===== config.mk =====
export PLATFORM = sky130hd
export DESIGN_NAME = dual_phase_scl_gen
export DESIGN_NICKNAME = d
export VERILOG_FILES = /design/src/rtl/sclgen_pkg.sv /design/src/rtl/sclgen_cfg_hold.sv /design/src/rtl/sclgen_prescaler.sv /design/src/rtl/sclgen_phase_timer.sv /design/src/rtl/dual_phase_scl_gen.sv
export SDC_FILE = /design/constraint.sdc
export NUM_CORES = 1
export LEC_CHECK = 0
export ABC_CLOCK_PERIOD_IN_PS = 5460
export BUFFER_PORTS_ARGS = -buffer_cell sky130_fd_sc_hd__buf_2
export CORE_ASPECT_RATIO = 1.25
export CORE_MARGIN = 1.5
export CORE_UTILIZATION = 55
export DETAILED_ROUTE_END_ITERATION = 7
export GPL_ROUTABILITY_DRIVEN = 0
export MAX_ROUTING_LAYER = met4
export PLACE_DENSITY_LB_ADDON = 0.3
export RECOVER_POWER = 50
export SETUP_SLACK_MARGIN = 0.2
export SYNTH_ARGS = -nofsm -noshare
export SYNTH_HDL_FRONTEND = slang
export SYNTH_HIERARCHICAL = 1
export SYNTH_SLANG_ARGS = --single-unit

===== constraint.sdc =====
create_clock -name clk -period 5.46 [get_ports clk]
set_input_delay 0.819 -clock clk [delete_from_list [all_inputs] [get_ports clk]]
set_output_delay 0.819 -clock clk [all_outputs]
set_load 0.02 [all_outputs]

===== src/rtl/sclgen_pkg.sv =====
package sclgen_pkg;
  typedef enum logic {SEG_LOW = 1'b0, SEG_HIGH = 1'b1} seg_t;
  localparam int LOW_EXTRA  = 7;
  localparam int HIGH_EXTRA = 5;
endpackage


===== src/rtl/sclgen_cfg_hold.sv =====
module sclgen_cfg_hold #(
  parameter int PSC_W   = 8,
  parameter int FIELD_W = 8
) (
  input  logic                 clk,
  input  logic                 rst,
  input  logic                 en_i,
  input  logic [PSC_W-1:0]     psc_i,
  input  logic [2*FIELD_W-1:0] low_i,
  input  logic [2*FIELD_W-1:0] high_i,
  output logic [PSC_W-1:0]     psc_o,
  output logic [2*FIELD_W-1:0] low_o,
  output logic [2*FIELD_W-1:0] high_o
);
  always_ff @(posedge clk) begin
    if (rst) begin
      psc_o  <= '0;
      low_o  <= '0;
      high_o <= '0;
    end else if (!en_i) begin
      psc_o  <= psc_i;
      low_o  <= low_i;
      high_o <= high_i;
    end
  end

  assert_cfg_frozen_R5: assert property (@(posedge clk) disable iff (rst)
    (en_i && $past(en_i)) |-> ($stable(psc_o) && $stable(low_o) && $stable(high_o)));
endmodule


===== src/rtl/sclgen_prescaler.sv =====
module sclgen_prescaler #(
  parameter int PSC_W = 8
) (
  input  logic             clk,
  input  logic             rst,
  input  logic             run_i,
  input  logic             restart_i,
  input  logic [PSC_W-1:0] psc_i,
  output logic             tick_o
);
  logic [PSC_W-1:0] cnt_q;
  logic [PSC_W-1:0] base;

  assign base = restart_i ? '0 : cnt_q;

  always_ff @(posedge clk) begin
    if (rst || !run_i) begin
      cnt_q  <= '0;
      tick_o <= 1'b0;
    end else if (base == psc_i) begin
      cnt_q  <= '0;
      tick_o <= 1'b1;
    end else begin
      cnt_q  <= base + PSC_W'(1);
      tick_o <= 1'b0;
    end
  end

  assert_div_range_R2: assert property (@(posedge clk) disable iff (rst)
    run_i |-> (cnt_q <= psc_i));
  assert_tick_quiet_R6: assert property (@(posedge clk) disable iff (rst)
    !run_i |=> !tick_o);
endmodule


===== src/rtl/sclgen_phase_timer.sv =====
module sclgen_phase_timer
  import sclgen_pkg::*;
#(
  parameter int FIELD_W = 8
) (
  input  logic               clk,
  input  logic               rst,
  input  logic               run_i,
  input  logic               tick_i,
  input  logic               hs_sel_i,
  input  logic [FIELD_W-1:0] fs_low_i,
  input  logic [FIELD_W-1:0] fs_high_i,
  input  logic [FIELD_W-1:0] hs_low_i,
  input  logic [FIELD_W-1:0] hs_high_i,
  output logic               low_start_o,
  output logic               active_o,
  output logic               bypass_o,
  output logic               pull_low_o,
  output logic               fall_o,
  output logic               rise_o
);
  localparam int CNT_W = FIELD_W + 1;

  seg_t             seg_q;
  logic [CNT_W-1:0] cnt_q;
  logic [CNT_W-1:0] len_now;
  logic             active_q, bypass_q;
  logic             step, last;

  always_comb begin
    if (seg_q == SEG_LOW)
      len_now = CNT_W'(bypass_q ? hs_low_i : fs_low_i) + CNT_W'(LOW_EXTRA);
    else
      len_now = CNT_W'(bypass_q ? hs_high_i : fs_high_i) + CNT_W'(HIGH_EXTRA);
  end

  assign step        = bypass_q | tick_i;
  assign last        = active_q & step & (cnt_q == len_now - CNT_W'(1));
  assign low_start_o = last & (seg_q == SEG_HIGH);
  assign active_o    = active_q;
  assign bypass_o    = bypass_q;

  always_ff @(posedge clk) begin
    if (rst || !run_i) begin
      active_q   <= 1'b0;
      seg_q      <= SEG_LOW;
      cnt_q      <= '0;
      bypass_q   <= 1'b0;
      pull_low_o <= 1'b0;
      fall_o     <= 1'b0;
      rise_o     <= 1'b0;
    end else if (!active_q) begin
      active_q   <= 1'b1;
      seg_q      <= SEG_LOW;
      cnt_q      <= '0;
      bypass_q   <= hs_sel_i;
      pull_low_o <= 1'b1;
      fall_o     <= 1'b1;
      rise_o     <= 1'b0;
    end else begin
      fall_o <= 1'b0;
      rise_o <= 1'b0;
      if (last) begin
        cnt_q <= '0;
        if (seg_q == SEG_LOW) begin
          seg_q      <= SEG_HIGH;
          pull_low_o <= 1'b0;
          rise_o     <= 1'b1;
        end else begin
          seg_q      <= SEG_LOW;
          pull_low_o <= 1'b1;
          fall_o     <= 1'b1;
          bypass_q   <= hs_sel_i;
        end
      end else if (step) begin
        cnt_q <= cnt_q + CNT_W'(1);
      end
    end
  end

  assert_cnt_bound_R3: assert property (@(posedge clk) disable iff (rst)
    active_q |-> (cnt_q < len_now));
  assert_release_R6: assert property (@(posedge clk) disable iff (rst)
    !run_i |=> (!pull_low_o && !fall_o && !rise_o));
  assert_fall_mark_R9: assert property (@(posedge clk) disable iff (rst)
    fall_o == $rose(pull_low_o));
  assert_rise_mark_R9: assert property (@(posedge clk) disable iff (rst)
    rise_o |-> $fell(pull_low_o));
  assert_phase_hold_R8: assert property (@(posedge clk) disable iff (rst)
    (active_q && $past(active_q) && (bypass_q != $past(bypass_q))) |-> fall_o);
endmodule


===== src/rtl/dual_phase_scl_gen.sv =====
module dual_phase_scl_gen #(
  parameter int PSC_W   = 8,
  parameter int FIELD_W = 8
) (
  input  logic                 clk,
  input  logic                 rst,
  input  logic                 en,
  input  logic                 master_mode,
  input  logic                 hs_phase_sel,
  input  logic [PSC_W-1:0]     prescale,
  input  logic [2*FIELD_W-1:0] low_count_cfg,
  input  logic [2*FIELD_W-1:0] high_count_cfg,
  output logic                 sample_tick,
  output logic                 scl_pull_low,
  output logic                 scl_fall_pulse,
  output logic                 scl_rise_pulse
);
  logic [PSC_W-1:0]     psc_h;
  logic [2*FIELD_W-1:0] low_h, high_h;
  logic                 run, ptick, low_start, active, bypass;

  assign run = en & master_mode;

  sclgen_cfg_hold #(.PSC_W(PSC_W), .FIELD_W(FIELD_W)) u_cfg (
    .clk(clk), .rst(rst), .en_i(en),
    .psc_i(prescale), .low_i(low_count_cfg), .high_i(high_count_cfg),
    .psc_o(psc_h), .low_o(low_h), .high_o(high_h)
  );

  sclgen_prescaler #(.PSC_W(PSC_W)) u_psc (
    .clk(clk), .rst(rst), .run_i(run), .restart_i(low_start),
    .psc_i(psc_h), .tick_o(ptick)
  );

  sclgen_phase_timer #(.FIELD_W(FIELD_W)) u_timer (
    .clk(clk), .rst(rst), .run_i(run), .tick_i(ptick), .hs_sel_i(hs_phase_sel),
    .fs_low_i(low_h[FIELD_W-1:0]), .fs_high_i(high_h[FIELD_W-1:0]),
    .hs_low_i(low_h[2*FIELD_W-1:FIELD_W]), .hs_high_i(high_h[2*FIELD_W-1:FIELD_W]),
    .low_start_o(low_start), .active_o(active), .bypass_o(bypass),
    .pull_low_o(scl_pull_low), .fall_o(scl_fall_pulse), .rise_o(scl_rise_pulse)
  );

  assign sample_tick = active & (bypass | ptick);

  assert_tick_needs_run_R6: assert property (@(posedge clk) disable iff (rst)
    !run |=> !sample_tick);
endmodule


# After elaboration in Yosys (flattened, before gate mapping)
# Cells that the tools add are included.
# Widths: inputs -> output; s select.
# totals
register_bits,64
in_bits,45
wordCells,50
# classes
add_sub_neg,5
eq_ne,4
n_mux,15
n_bitwise,7
reduce_logical,7
# op_table
cell,n
$mux 8,3
$add 9x3->9 const B,2
$mux 1,11
$add 9x1->9 const B,1
$eq 9x9->1,1
$mux 9,1
$sub 9x1->9 const B,1
$add 8x1->8 const B,1
$eq 8x8->1,1
$reduce_or 3->1,2
$and 1x1->1,4
$reduce_or 2->1,2
$ne 2x1->1 const B,1
$ne 2x2->1 const B,1
$not 1->1,2
$reduce_and 2->1,1
$logic_not 1->1,1
$logic_or 1x1->1,1
$or 1x1->1,1

# Logic depth before layout (Yosys ltp)
# Gate-level depths: netlist of the first run.
# logic_depth
word_depth,10
mapped_depth,24
ltp_nobuf,19

# Hierarchy
# The synthesis of the first run kept the hierarchy.
# modules_own_cells
module,n_inst,cells_per_inst,area_per_inst_um2
sclgen_phase_timer,1,233,1860.5
sclgen_cfg_hold,1,129,1457.6
sclgen_prescaler,1,72,649.4
dual_phase_scl_gen,1,2,13.8

# Worst setup path after synthesis of the first run
# OpenSTA, ideal clock, no wires.
# synth_timing
path_kind,register to register
startpoint,"reg u_timer.bypass_q, in the netlist u_timer/bypass_o"
endpoint,reg u_psc.tick_o
arrival_time_ns,4.698
required_ns,5.398
slack_ns,0.700
path_stages_with_launch,21
synth_period_minus_slack_ns,4.760
cell_sequence,dfxtp_1 -> buf_6 -> buf_6 -> buf_6 -> buf_2 -> mux2_2 -> ha_1 -> o21ai_0 -> xnor2_1 -> mux2i_1 -> mux2i_1 -> and2b_1 -> o32a_1 -> and3_1 -> buf_6 -> or4_1 -> inv_1 -> clkbuf_2 -> o21ai_0 -> a32oi_1 -> and3_1
# synth_via
elab_chain_cells,10
word_cells_on_any_way,14
# synth_lines
element,line_no,source
from (decl),sclgen_phase_timer.sv:27,"logic active_q, bypass_q;"
from (signal assigned),sclgen_phase_timer.sv:56,bypass_q <= hs_sel_i;
from (signal assigned),sclgen_phase_timer.sv:73,bypass_q <= hs_sel_i;
$mux 8 (on tied branches),"sclgen_phase_timer.sv:32, sclgen_phase_timer.sv:34",
$add 9x3->9 (on tied branches),"sclgen_phase_timer.sv:32, sclgen_phase_timer.sv:34",
$mux 9,sclgen_phase_timer.sv:31,if (seg_q == SEG_LOW)
$sub 9x1->9,sclgen_phase_timer.sv:38,assign last = active_q & step & (cnt_q == len_now - CNT_W'(1));
$eq 9x9->1,sclgen_phase_timer.sv:38,
$and 1x1->1 (*),sclgen_phase_timer.sv:38,
$and 1x1->1 (*),sclgen_phase_timer.sv:39,assign low_start_o = last & (seg_q == SEG_HIGH);
via low_start,dual_phase_scl_gen.sv:20,"logic run, ptick, low_start, active, bypass;"
$mux 8 (*),sclgen_prescaler.sv:14,assign base = restart_i ? '0 : cnt_q;
$eq 8x8->1 (*),sclgen_prescaler.sv:20,end else if (base == psc_i) begin
$mux 1 (*),sclgen_prescaler.sv:20,
to (signal assigned),sclgen_prescaler.sv:19,tick_o <= 1'b0;
to (signal assigned),sclgen_prescaler.sv:22,tick_o <= 1'b1;
to (signal assigned),sclgen_prescaler.sv:25,tick_o <= 1'b0;
to (decl),sclgen_prescaler.sv:9,output logic tick_o
# Mark *: on every way through the listed nets, which the timed path passes. The rest lies on a longest branch.
# A chain may end at the register's enable or synchronous reset.

# Worst setup path in the final report of the first run
# layout_timing
startpoint,"reg u_timer.bypass_q, in the netlist u_timer/bypass_o"
endpoint,reg u_psc.cnt_q[7]
# layout_via
elab_chain_cells,10
word_cells_on_any_way,15
# layout_lines
element,line_no,source
$mux 8 (on tied branches),"sclgen_phase_timer.sv:32, sclgen_phase_timer.sv:34",
$add 9x3->9 (on tied branches),"sclgen_phase_timer.sv:32, sclgen_phase_timer.sv:34",
$mux 9,sclgen_phase_timer.sv:31,
$sub 9x1->9,sclgen_phase_timer.sv:38,
$eq 9x9->1,sclgen_phase_timer.sv:38,
$and 1x1->1 (*),sclgen_phase_timer.sv:38,
$and 1x1->1 (*),sclgen_phase_timer.sv:39,
via low_start,dual_phase_scl_gen.sv:20,
$mux 8 (*),sclgen_prescaler.sv:14,
branches (longest 2 deep; another with $add 8x1->8),--,
to (signal assigned),sclgen_prescaler.sv:24,cnt_q <= base + PSC_W'(1);
to (decl),sclgen_prescaler.sv:11,logic [PSC_W-1:0] cnt_q;
# Mark *: on every way through the listed nets, which the timed path passes.

==> results.sh, run 1 <==
export IMPL_skew_ns=0.00729
export IMPL_setup_violations_final=0
export IMPL_row_count=34
export IMPL_synth_edff_count=0
export IMPL_path_cells="mux2_2 -> ha_1 -> o21ai_0 -> xnor2_1 -> mux2i_1 -> mux2i_1 -> and2b_1 -> o32a_1 -> and3_1 -> or4_1 -> inv_1 -> nand4bb_1 -> a2bb2oi_1 -> a32oi_4 -> a211oi_1"
export IMPL_synth_fp_nets=486
export IMPL_n_fill_cell=604
export IMPL_critPathRequiredTime_ns=5.70
export IMPL_antenna_found_initial=0
export IMPL_switching_share=0.245
export IMPL_grt_pass1_wl_mm=14.7
export IMPL_ys_warnings_count=6
export IMPL_routed_wl_mm=8.52
export IMPL_cts_root_buffer="clkbuf_8"
export IMPL_ys_flop_type="dfxtp_1"
export IMPL_drv_cap=1
export IMPL_path_clk_slew_ns=0.06
export IMPL_synth_top_family_by_area="simple AND/OR/NAND/NOR gates"
export IMPL_io_buffers=48
export IMPL_grt_max_degree=44
export IMPL_synthMuxAreaShare=0.172
export IMPL_clkSinkCount=64
export IMPL_fin_tns_setup_ns=0
export IMPL_peakVddDrop_mv=0.190
export IMPL_drive_above_1_share=0.175
export IMPL_fin_crit_ns=4.61
export IMPL_cts_buffers=9
export IMPL_io_pins=49
export IMPL_synthSimpleGateAreaFrac=0.241
export IMPL_p_seq_frac=0.465
export IMPL_dr_total_vias=3225
export IMPL_grt_use_total=0.247
export IMPL_switchingPower_uw=268
export IMPL_cts_path_max_buffers=2
export IMPL_cp_max_fo=18
export IMPL_hp_class="reg2reg"
export IMPL_drc=0
export IMPL_syn_cell_area_um2=3980
export IMPL_nNetsFinal=525
export IMPL_crit_arrival_ns=4.86
export IMPL_cp_common_cell="mux2i_1"
export IMPL_worst_slew_pin_slew_ns=2.83
export IMPL_drt_initial_drc_count=175
export IMPL_overflow=0
export IMPL_place_hpwl_mm=6.56
export IMPL_coreArea_um2=6980
export IMPL_h_tree_depth=3
export IMPL_cp_end_kind="register"
export IMPL_cp_num_buf_inv=1
export IMPL_seq_area_frac_synth=0.322
export IMPL_cp_start_kind="register"
export IMPL_cts_tree="built"
export IMPL_num_antenna_cells=0
export IMPL_async_flop_share=0
export IMPL_start_util=0.571
export IMPL_path_delay_family="simple AND/OR/NAND/NOR gates"
export IMPL_drt_first_pass_iters=4
export IMPL_crit_slowest_cell="dfxtp_1"
export IMPL_die_area_um2=7760
export IMPL_leakage_nw=1.73
export IMPL_drt_wirelength_per_cell_um=14.9
export IMPL_crit_path_max_incr_delay_ns=0.54
export IMPL_yosys_area_share_adder=0.0157
export IMPL_area_delta_synth_final_pct=9.87
export IMPL_total_power_mw=1.09
export IMPL_syn_inst=436
export IMPL_via_per_inst=5.66
export IMPL_synth_compound_area_frac=0.114
export IMPL_utilization=0.627
export IMPL_max_freq_mhz=217
export IMPL_slew_headroom=-0.885
export IMPL_synth_cell_types=71
export IMPL_rsz0062_at_grt="false"
export IMPL_antenna_left=0
export IMPL_die_x_um=79.1
export IMPL_drv_slew=42
export IMPL_synth_xor_area_share=0.0792
export IMPL_avgSynthCellArea_um2=9.13
export IMPL_path_class="reg2reg"
export IMPL_grt_pass1_vias=3261
export IMPL_internal_power_uw=826
export IMPL_hold_viol=0
export IMPL_p_comb_frac=0.134
export IMPL_violations="max-capacitance violations, max-slew violations"
export IMPL_ys_ff_latch=64
export IMPL_clock_latency_ns=0.34
export IMPL_period_share=0.845
export IMPL_status="complete, but fails checks"
export IMPL_p_per_area_nw_per_um2=250
export IMPL_die_h_um=98.1
export IMPL_clkPwrFrac=0.401
-- through the flow --
step	setup slack, ns	instance area (um^2)	instances	hold WS (ns)
3_5_place_dp	0.633	4160	554	0.504
2_1_floorplan	0.700	3980	436	0.481
3_3_place_gp	0.832	4160	554	0.499
6_report	0.848	4370	570	0.518
5_1_grt	0.400	4370	570	0.557
4_1_cts	0.640	4370	570	0.513
-- cell usage after synthesis (7+ instances only) --
cell type / n / area share
dfxtp_1: 64 / 0.32
nand3_1: 15 / 0.019
xnor2_1: 22 / 0.048
o21ai_0: 8 / 0.010
nor2_1: 67 / 0.063
a211oi_1: 8 / 0.015
nand4_1: 8 / 0.013
a21oi_1: 7 / 0.0088
and3_1: 7 / 0.011
mux2i_1: 61 / 0.15
nand2_1: 26 / 0.025
nor2b_1: 8 / 0.013
xor2_1: 14 / 0.031
clkbuf_1: 9 / 0.0085
nand4b_1: 7 / 0.015
-- layout by cell type, fill, tap and decap left out, types with 3 or more instances in the layout --
| cell type | n |
|---|---|
| o21ai_0 | 8 |
| clkbuf_8 | 10 |
| nand2_1 | 26 |
| nand3_1 | 15 |
| nand4_1 | 8 |
| mux2_2 | 3 |
| nor2_1 | 67 |
| nand2b_1 | 6 |
| nand3b_1 | 4 |
| a21oi_1 | 7 |
| nand4b_1 | 7 |
| o211ai_1 | 4 |
| ha_1 | 5 |
| a211oi_1 | 8 |
| dfxtp_1 | 64 |
| o21ai_1 | 3 |
| nor3_1 | 6 |
| or4_1 | 3 |
| inv_1 | 6 |
| and3_1 | 7 |
| xnor2_1 | 22 |
| xor2_1 | 14 |
| clkbuf_1 | 4 |
| buf_2 | 48 |
| mux2i_1 | 61 |
| nor2b_1 | 8 |
-- power groups by stage --
stage	Clock [mW]	Sequential (mW)	Combinational [mW]
final	0.439	0.509	0.146
after floorplan	0	0.512	0.116
after global routing	0.471	0.512	0.163
after detailed placement	0	0.519	0.143
after global placement	0	0.518	0.138
after CTS	0.447	0.509	0.144
-- cells by family after synthesis --
group	after synthesis
and+or+nand+nor	181
muxes	66
DFF	64
AOI/OAI and AO/OA	55
xor gates and xnor gates	36
buffers and inverters	29
adders and majority gates	5
-- layout make-up --
type | instances | area [um^2] | share of cell area
well taps | 90 | 113 | 0.0257
multi-input cells | 343 | 2480 | 0.568
repair buffers | 51 | 259 | 0.0592
clock inverters | 3 | 65.1 | 0.0149
flip-flops and latches | 64 | 1280 | 0.293
inverters | 6 | 22.5 | 0.00515
clock buffers | 13 | 149 | 0.0340
-- sequential cells by signal, summed over array words and instances (netlist names) --
name                flops
u_timer/cnt_q           9
u_cfg/low_o            16
u_cfg/psc_o             8
u_timer/active_o        1
u_timer/fall_o          1
u_timer/pull_low_o      1
u_psc/cnt_q             8
u_timer/bypass_o        1
u_cfg/high_o           16
u_psc/tick_o            1
u_timer/seg_q           1
u_timer/rise_o          1
-- worst register-to-register path: cells and delay by family, from the launching register on --
family / cells / cell delay (ns)
xor+xnor: 1 / 0.15
fa+ha+maj: 1 / 0.22
buf+inv: 1 / 0.33
mux: 3 / 0.83
simple gates: 4 / 1.26
compound gates: 5 / 1.21
flops: 1 / 0.54
-- metal layers --
layer,wire length (um),global-route usage,vias up
met3,273,0.0486,17
met4,165,0.0796,0
met1,3450,0.270,1519
li1,-,-,1630
met2,4630,0.442,59
met5,0,-,-
-- timing repair --
item / 4_1_cts / 5_1_grt
setup buffers: 0 / 0
endpoints found under the setup margin: 0 / 8
hold buffers: 0 / 0
gates resized for setup: 0 / 1
hold endpoints to repair: 0 / 0
-- final timing paths --
check	slack [ns]	from	depth (start not counted)	to
worst max-delay path	0.85	u_timer/bypass_o	15	u_psc/cnt_q[7]
worst min-delay path	0.52	u_timer/pull_low_o	2	u_timer/pull_low_o
worst max register to register	0.85	u_timer/bypass_o	15	u_psc/cnt_q[7]
worst min register to register	0.52	u_timer/pull_low_o	2	u_timer/pull_low_o
Note: power is estimated with default switching activity, not from simulation.
==> run 2, diff against run 1 <==
--- a/config.mk
+++ b/config.mk
@@ -5,7 +5,8 @@
 export SDC_FILE = /design/constraint.sdc
 export NUM_CORES = 1
 export LEC_CHECK = 0
-export ABC_CLOCK_PERIOD_IN_PS = 5460
+export ABC_AREA = 1
+export ABC_CLOCK_PERIOD_IN_PS = 4350
 export BUFFER_PORTS_ARGS = -buffer_cell sky130_fd_sc_hd__buf_2
 export CORE_ASPECT_RATIO = 1.25
 export CORE_MARGIN = 1.5
==> constraint.sdc (replaced) <==
create_clock -name clk -period 4.35 [get_ports clk]
set_input_delay 0.6525 -clock clk [delete_from_list [all_inputs] [get_ports clk]]
set_output_delay 0.6525 -clock clk [all_outputs]
set_load 0.02 [all_outputs]
==> run 2 against run 1 <==
Compared with the run above: worst hold slack lost 0.019 ns; die area grew 5.5%; largest cell class unchanged; final cell count grew 45%; clock power grew 12%; design area grew 5.1%; fmax grew 24%; the run now ends clean; utilization shrank 0.58 points; register-to-register slack lost 0.23 ns.
==> results.sh, run 2 <==
export IMPL_status="finished, final reports clean"
export IMPL_drt_first_pass_iters=5
export IMPL_rsz0062_at_grt="false"
export IMPL_drv_slew=0
export IMPL_grt_pass1_wl_mm=15.7
export IMPL_routed_wl_mm=8.85
export IMPL_hold_viol=0
export IMPL_die_h_um=101
export IMPL_p_seq_frac=0.464
export IMPL_start_util=0.569
export IMPL_max_freq_mhz=268
export IMPL_hold_buffers=0
export IMPL_h_tree_depth=3
export IMPL_period_share=0.857
export IMPL_avgSynthCellArea_um2=6.13
export IMPL_post_cts_buffers=0
export IMPL_ys_flop_type="dfxtp_1"
export IMPL_r2r_cells=28
export IMPL_skew_ns=0.0108
export IMPL_yosysTopAreaCell="dfxtp_1"
export IMPL_io_buffers=48
export IMPL_cts_root_buffer="clkbuf_8"
export IMPL_area_delta_synth_final_pct=9.22
export IMPL_cts_buffers=9
export IMPL_drive_above_1_share=0.169
export IMPL_synth_area_leaders="dfxtp_1 30%, nand2_1 20%, nor2_1 11%, inv_1 9.9%, nand3_1 4.8%"
export IMPL_stdcell_area_um2=4600
export IMPL_drv_cap=0
export IMPL_via_per_inst=4.78
export IMPL_fin_crit_ns=3.73
export IMPL_coreArea_um2=7400
export IMPL_slew_headroom=0.202
export IMPL_leakage_nw=2.33
export IMPL_path_class="reg2reg"
export IMPL_holdPathStages=2
export IMPL_overflow=0
export IMPL_synth_edff_count=0
export IMPL_cp_start_kind="register"
export IMPL_drt_initial_drc_count=161
export IMPL_cp_common_cell="nand2_1"
export IMPL_num_antenna_cells=0
export IMPL_drt_wirelength_per_cell_um=10.7
export IMPL_synth_top_area_frac=0.304
export IMPL_setup_violations_final=0
export IMPL_grt_max_degree=82
export IMPL_fin_tns_setup_ns=0
export IMPL_switching_share=0.285
export IMPL_crit_path_max_incr_delay_ns=0.43
export IMPL_cp_end_kind="register"
export IMPL_antenna_left=0
export IMPL_switchingPower_uw=390
export IMPL_clkPwrFrac=0.361
export IMPL_dr_total_vias=3945
export IMPL_ys_ff_latch=64
export IMPL_clock_latency_ns=0.34
export IMPL_ys_warnings_count=6
export IMPL_mostFrequentLayoutCell="nand2_1"
export IMPL_synth_cell_types=33
export IMPL_yosysMostFrequentCell="nand2_1"
export IMPL_grt_pass1_vias=3806
export IMPL_grt_use_total=0.253
export IMPL_row_count=35
export IMPL_cts_path_max_buffers=2
export IMPL_p_per_area_nw_per_um2=297
export IMPL_async_flop_share=0
export IMPL_path_clk_slew_ns=0.07
export IMPL_synth_commonest_cells="227 x nand2_1, 118 x nor2_1, 111 x inv_1"
export IMPL_syn_inst=687
export IMPL_final_cell_mix="227 x nand2_1, 118 x nor2_1, 110 x inv_1, 63 x dfxtp_1, 44 x buf_2"
export IMPL_antenna_found_initial=0
export IMPL_clkSinkCount=64
export IMPL_crit_slowest_cell="dfxtp_2"
export IMPL_p_comb_frac=0.175
export IMPL_synth_fp_nets=737
export IMPL_seq_area_frac_synth=0.304
export IMPL_die_area_um2=8190
export IMPL_nNetsFinal=779
export IMPL_internal_power_uw=977
export IMPL_largestRegisters="u_cfg/high_o (16), u_cfg/low_o (16), u_timer/cnt_q (9)"
export IMPL_critPathRequiredTime_ns=4.63
export IMPL_crit_arrival_ns=4.01
export IMPL_syn_cell_area_um2=4210
export IMPL_total_power_mw=1.37
export IMPL_io_pins=49
export IMPL_cts_tree="built"
export IMPL_die_x_um=81.2
export IMPL_place_hpwl_mm=6.85
export IMPL_peakVddDrop_mv=0.215
export IMPL_cp_max_fo=10
export IMPL_hp_class="reg2reg"
export IMPL_drc=0
export IMPL_worst_slew_pin_slew_ns=1.20
export IMPL_placed_cell_area_um2=4410
==> run 2: cell types whose count changed after synthesis, moves of 9 or more <==
cell,change
nand3_1,+25
nand3_2,+9
nor2_1,+51
inv_1,+105
nand2_2,+20
mux2i_1,-61
xnor2_1,-21
nand2_1,+201
clkbuf_1,-9
==> run 2: metal layers <==
metal | track usage | wire (um) | vias to the layer above
met5 | - | 0 | -
li1 | - | - | 2120
met2 | 0.438 | 4560 | 70
met4 | 0.0995 | 201 | 0
met3 | 0.0534 | 303 | 18
met1 | 0.278 | 3790 | 1737
==> run 2: metrics by stage <==
step                      hold WS (ns)   util  worst slack [ns]  std cells
after CTS                        0.498  0.621             0.346        825
final                            0.499  0.621             0.623        825
after detailed placement         0.489  0.596             0.367        810
after floorplan                  0.474      -             0.925        687
after global routing             0.518  0.621             0.237        825
after global placement           0.461  0.596             0.488        810
==> run 2: cell families after synthesis <==
| kind of cell | synth area share |
|---|---|
| AOI/OAI and AO/OA | 0.0279 |
| xor gates and xnor gates | 0.0229 |
| adders and majority gates | 0.0149 |
| buffers and inverters | 0.153 |
| DFF | 0.304 |
| and+or+nand+nor | 0.477 |
==> run 2: final timing paths <==
path,slack [ns],start,end
min,0.50,u_timer/pull_low_o,u_timer/pull_low_o
max reg2reg,0.62,u_timer/bypass_o,u_psc/cnt_q[6]
max,0.62,u_timer/bypass_o,u_psc/cnt_q[6]
min reg2reg,0.50,u_timer/pull_low_o,u_timer/pull_low_o
==> run 2: area by class of cell <==
class	count	area, um^2
Tap cell	92	115
Clock buffer	11	141
Timing Repair Buffer	52	265
Sequential cell	64	1280
Inverter	119	463
Multi-Input combinational cell	483	2280
Fill cell	715	2800
Clock inverter	4	45.0
==> run 2: repair_timing <==
action                                 CTS  global route
gates resized for setup                  0             2
setup endpoints to repair                0             9
endpoints found under the hold margin    0             0
==> run 2: power by group through the flow <==
| stage | sequential, mW | clock (mW) | combinational [mW] |
|---|---|---|---|
| after floorplan | 0.642 | 0 | 0.194 |
| after global routing | 0.637 | 0.532 | 0.278 |
| after CTS | 0.634 | 0.505 | 0.240 |
| after detailed placement | 0.648 | 0 | 0.239 |
| after global placement | 0.647 | 0 | 0.232 |
| final | 0.634 | 0.493 | 0.240 |
==> run 2: worst max-delay path: cells and delay by family (launching register included) <==
family,cells,cell delay (ns)
buf+inv,5,0.62
xor+xnor,2,0.28
fa+ha+maj,3,0.74
compound gates,1,0.11
simple gates,17,1.48
flops,1,0.43
==> run 3, diff against run 2 <==
--- a/config.mk
+++ b/config.mk
@@ -10,7 +10,7 @@
 export BUFFER_PORTS_ARGS = -buffer_cell sky130_fd_sc_hd__buf_2
 export CORE_ASPECT_RATIO = 1.25
 export CORE_MARGIN = 1.5
-export CORE_UTILIZATION = 55
+export CORE_UTILIZATION = 50
 export DETAILED_ROUTE_END_ITERATION = 7
 export GPL_ROUTABILITY_DRIVEN = 0
 export MAX_ROUTING_LAYER = met4
==> run 3 against run 2 <==
Compared with the run above: the flow now finishes with violations (max-capacitance violations, max-slew violations); sequential cell count did not move; sequential power barely moved; design area rose by 0.60%; clock skew fell by 0.0032 ns; utilization fell by 5.7 points; total power fell by 0.35%; count of clock-buffer cells in the layout rose by 2; critical endpoint unchanged; wire length rose by 1.8%; fmax fell by 0.70%.
==> results.sh, run 3 (synthesized netlist as in run 2, its figures left out) <==
export IMPL_drv_cap=1
export IMPL_critPathRequiredTime_ns=4.64
export IMPL_peakVddDrop_mv=0.251
export IMPL_dr_total_vias=3898
export IMPL_period_share=0.863
export IMPL_hold_buffers=0
export IMPL_p_per_area_nw_per_um2=295
export IMPL_clock_latency_ns=0.35
export IMPL_skew_ns=0.00761
export IMPL_crit_slowest_cell="dfxtp_2"
export IMPL_nNetsFinal=781
export IMPL_overflow=0
export IMPL_grt_use_total=0.229
export IMPL_routed_wl_mm=9.01
export IMPL_worst_slew_pin_slew_ns=3.11
export IMPL_via_per_inst=4.69
export IMPL_drt_initial_drc_count=136
export IMPL_hold_viol=0
export IMPL_violations="max-capacitance violations, max-slew violations"
export IMPL_crit_arrival_ns=4.04
export IMPL_drv_slew=81
export IMPL_cp_num_buf_inv=4
export IMPL_leakage_nw=2.35
export IMPL_die_h_um=106
export IMPL_cp_max_fo=22
export IMPL_drt_first_pass_iters=4
export IMPL_drt_wirelength_per_cell_um=10.8
export IMPL_cts_root_buffer="clkbuf_8"
export IMPL_cts_buffers=9
export IMPL_max_freq_mhz=266
export IMPL_clkSinkCount=64
export IMPL_cp_start_kind="register"
export IMPL_status="complete, but fails checks"
export IMPL_drive_above_1_share=0.177
export IMPL_grt_pass1_wl_mm=15.9
export IMPL_fin_tns_setup_ns=0
export IMPL_final_cell_mix="227 x nand2_1, 118 x nor2_1, 110 x inv_1, 63 x dfxtp_1, 48 x buf_2"
export IMPL_h_tree_depth=3
export IMPL_cts_tree="built"
export IMPL_fin_crit_ns=3.75
export IMPL_area_delta_synth_final_pct=9.87
export IMPL_hp_class="reg2reg"
export IMPL_placed_cell_area_um2=4420
export IMPL_place_hpwl_mm=6.91
export IMPL_antenna_found_initial=0
export IMPL_rsz0062_at_grt="false"
export IMPL_largestRegisters="u_cfg/high_o (16), u_cfg/low_o (16), u_timer/cnt_q (9)"
export IMPL_stdcell_area_um2=4620
export IMPL_num_antenna_cells=0
export IMPL_io_pins=49
export IMPL_setup_violations_final=0
export IMPL_slew_headroom=-1.07
export IMPL_utilization=0.564
export IMPL_drc=0
export IMPL_path_class="reg2reg"
export IMPL_antenna_left=0
export IMPL_crit_path_max_incr_delay_ns=0.48
export IMPL_cts_path_max_buffers=2
export IMPL_grt_max_degree=81
export IMPL_mostFrequentLayoutCell="nand2_1"
export IMPL_grt_pass1_vias=3728
export IMPL_path_clk_slew_ns=0.07
export IMPL_start_util=0.514
export IMPL_path_delay_family="simple AND/OR/NAND/NOR gates"
export IMPL_total_power_mw=1.36
export IMPL_holdWs_ns=0.490
export IMPL_io_buffers=48
export IMPL_die_area_um2=8980
export IMPL_cp_end_kind="register"
export IMPL_row_count=37
export IMPL_die_x_um=85.1
export IMPL_coreArea_um2=8190
==> run 3: worst register-to-register path, cell delays in order (launching register included) <==
cell	delay (ns)
dfxtp_2	0.48
inv_6	0.13
nand2_1	0.11
nand2_2	0.08
ha_1	0.28
nand2_1	0.07
o21ai_0	0.12
ha_1	0.32
xor2_1	0.14
nand3_1	0.08
nor2_1	0.11
nand2_1	0.06
nor2_1	0.08
nand3_1	0.08
nor2_1	0.10
nand2_1	0.09
nor2_4	0.11
nand3_2	0.14
clkinvlp_4	0.20
buf_4	0.15
nor2_4	0.04
ha_1	0.22
nand2_1	0.07
nor2_1	0.06
nand3_1	0.08
xor2_1	0.16
inv_1	0.05
nor2_1	0.08
==> run 3: routing by layer <==
layer / wire (um) / global-route usage
met3: 321 / 0.0462
met2: 4530 / 0.391
met5: 0 / -
met4: 233 / 0.102
met1: 3920 / 0.255
==> run 3: cell type report <==
| type | instances | area (um^2) |
|---|---|---|
| Tap cell | 97 | 121 |
| Sequential cell | 64 | 1280 |
| Multi-Input combinational cell | 483 | 2280 |
| Timing Repair Buffer | 54 | 282 |
| Inverter | 119 | 463 |
| Clock buffer | 13 | 179 |
| Fill cell | 830 | 3570 |
| Clock inverter | 2 | 12.5 |
==> run 3: final timing paths <==
kind | startpoint | endpoint | slack, ns | depth (start not counted)
setup / recovery | u_timer/bypass_o | u_psc/cnt_q[6] | 0.60 | 27
hold / removal | u_timer/pull_low_o | u_timer/pull_low_o | 0.49 | 2
setup reg to reg | u_timer/bypass_o | u_psc/cnt_q[6] | 0.60 | 27
hold reg to reg | u_timer/pull_low_o | u_timer/pull_low_o | 0.49 | 2
==> run 3: report_power, final <==
part | switching, mW | leakage, nW | total [mW] | internal, mW
registers | 0.0208 | 0.527 | 0.636 | 0.615
logic | 0.152 | 1.73 | 0.244 | 0.0915
clock network | 0.218 | 0.0975 | 0.483 | 0.265
total | 0.391 | 2.35 | 1.36 | 0.971
==> run 3: per-stage QoR <==
step	instances	worst slack (ns)
3_3_place_gp	815	0.372
5_1_grt	832	0.246
6_report	832	0.596
3_5_place_dp	815	0.232
4_1_cts	830	0.202
2_1_floorplan	687	0.925
==> run 3: what timing repair did <==
action                                  in CTS  in global routing
setup buffers                                0                  2
resized for setup                            0                  2
endpoints found under the setup margin       0                  9
hold endpoints to repair                     0                  0
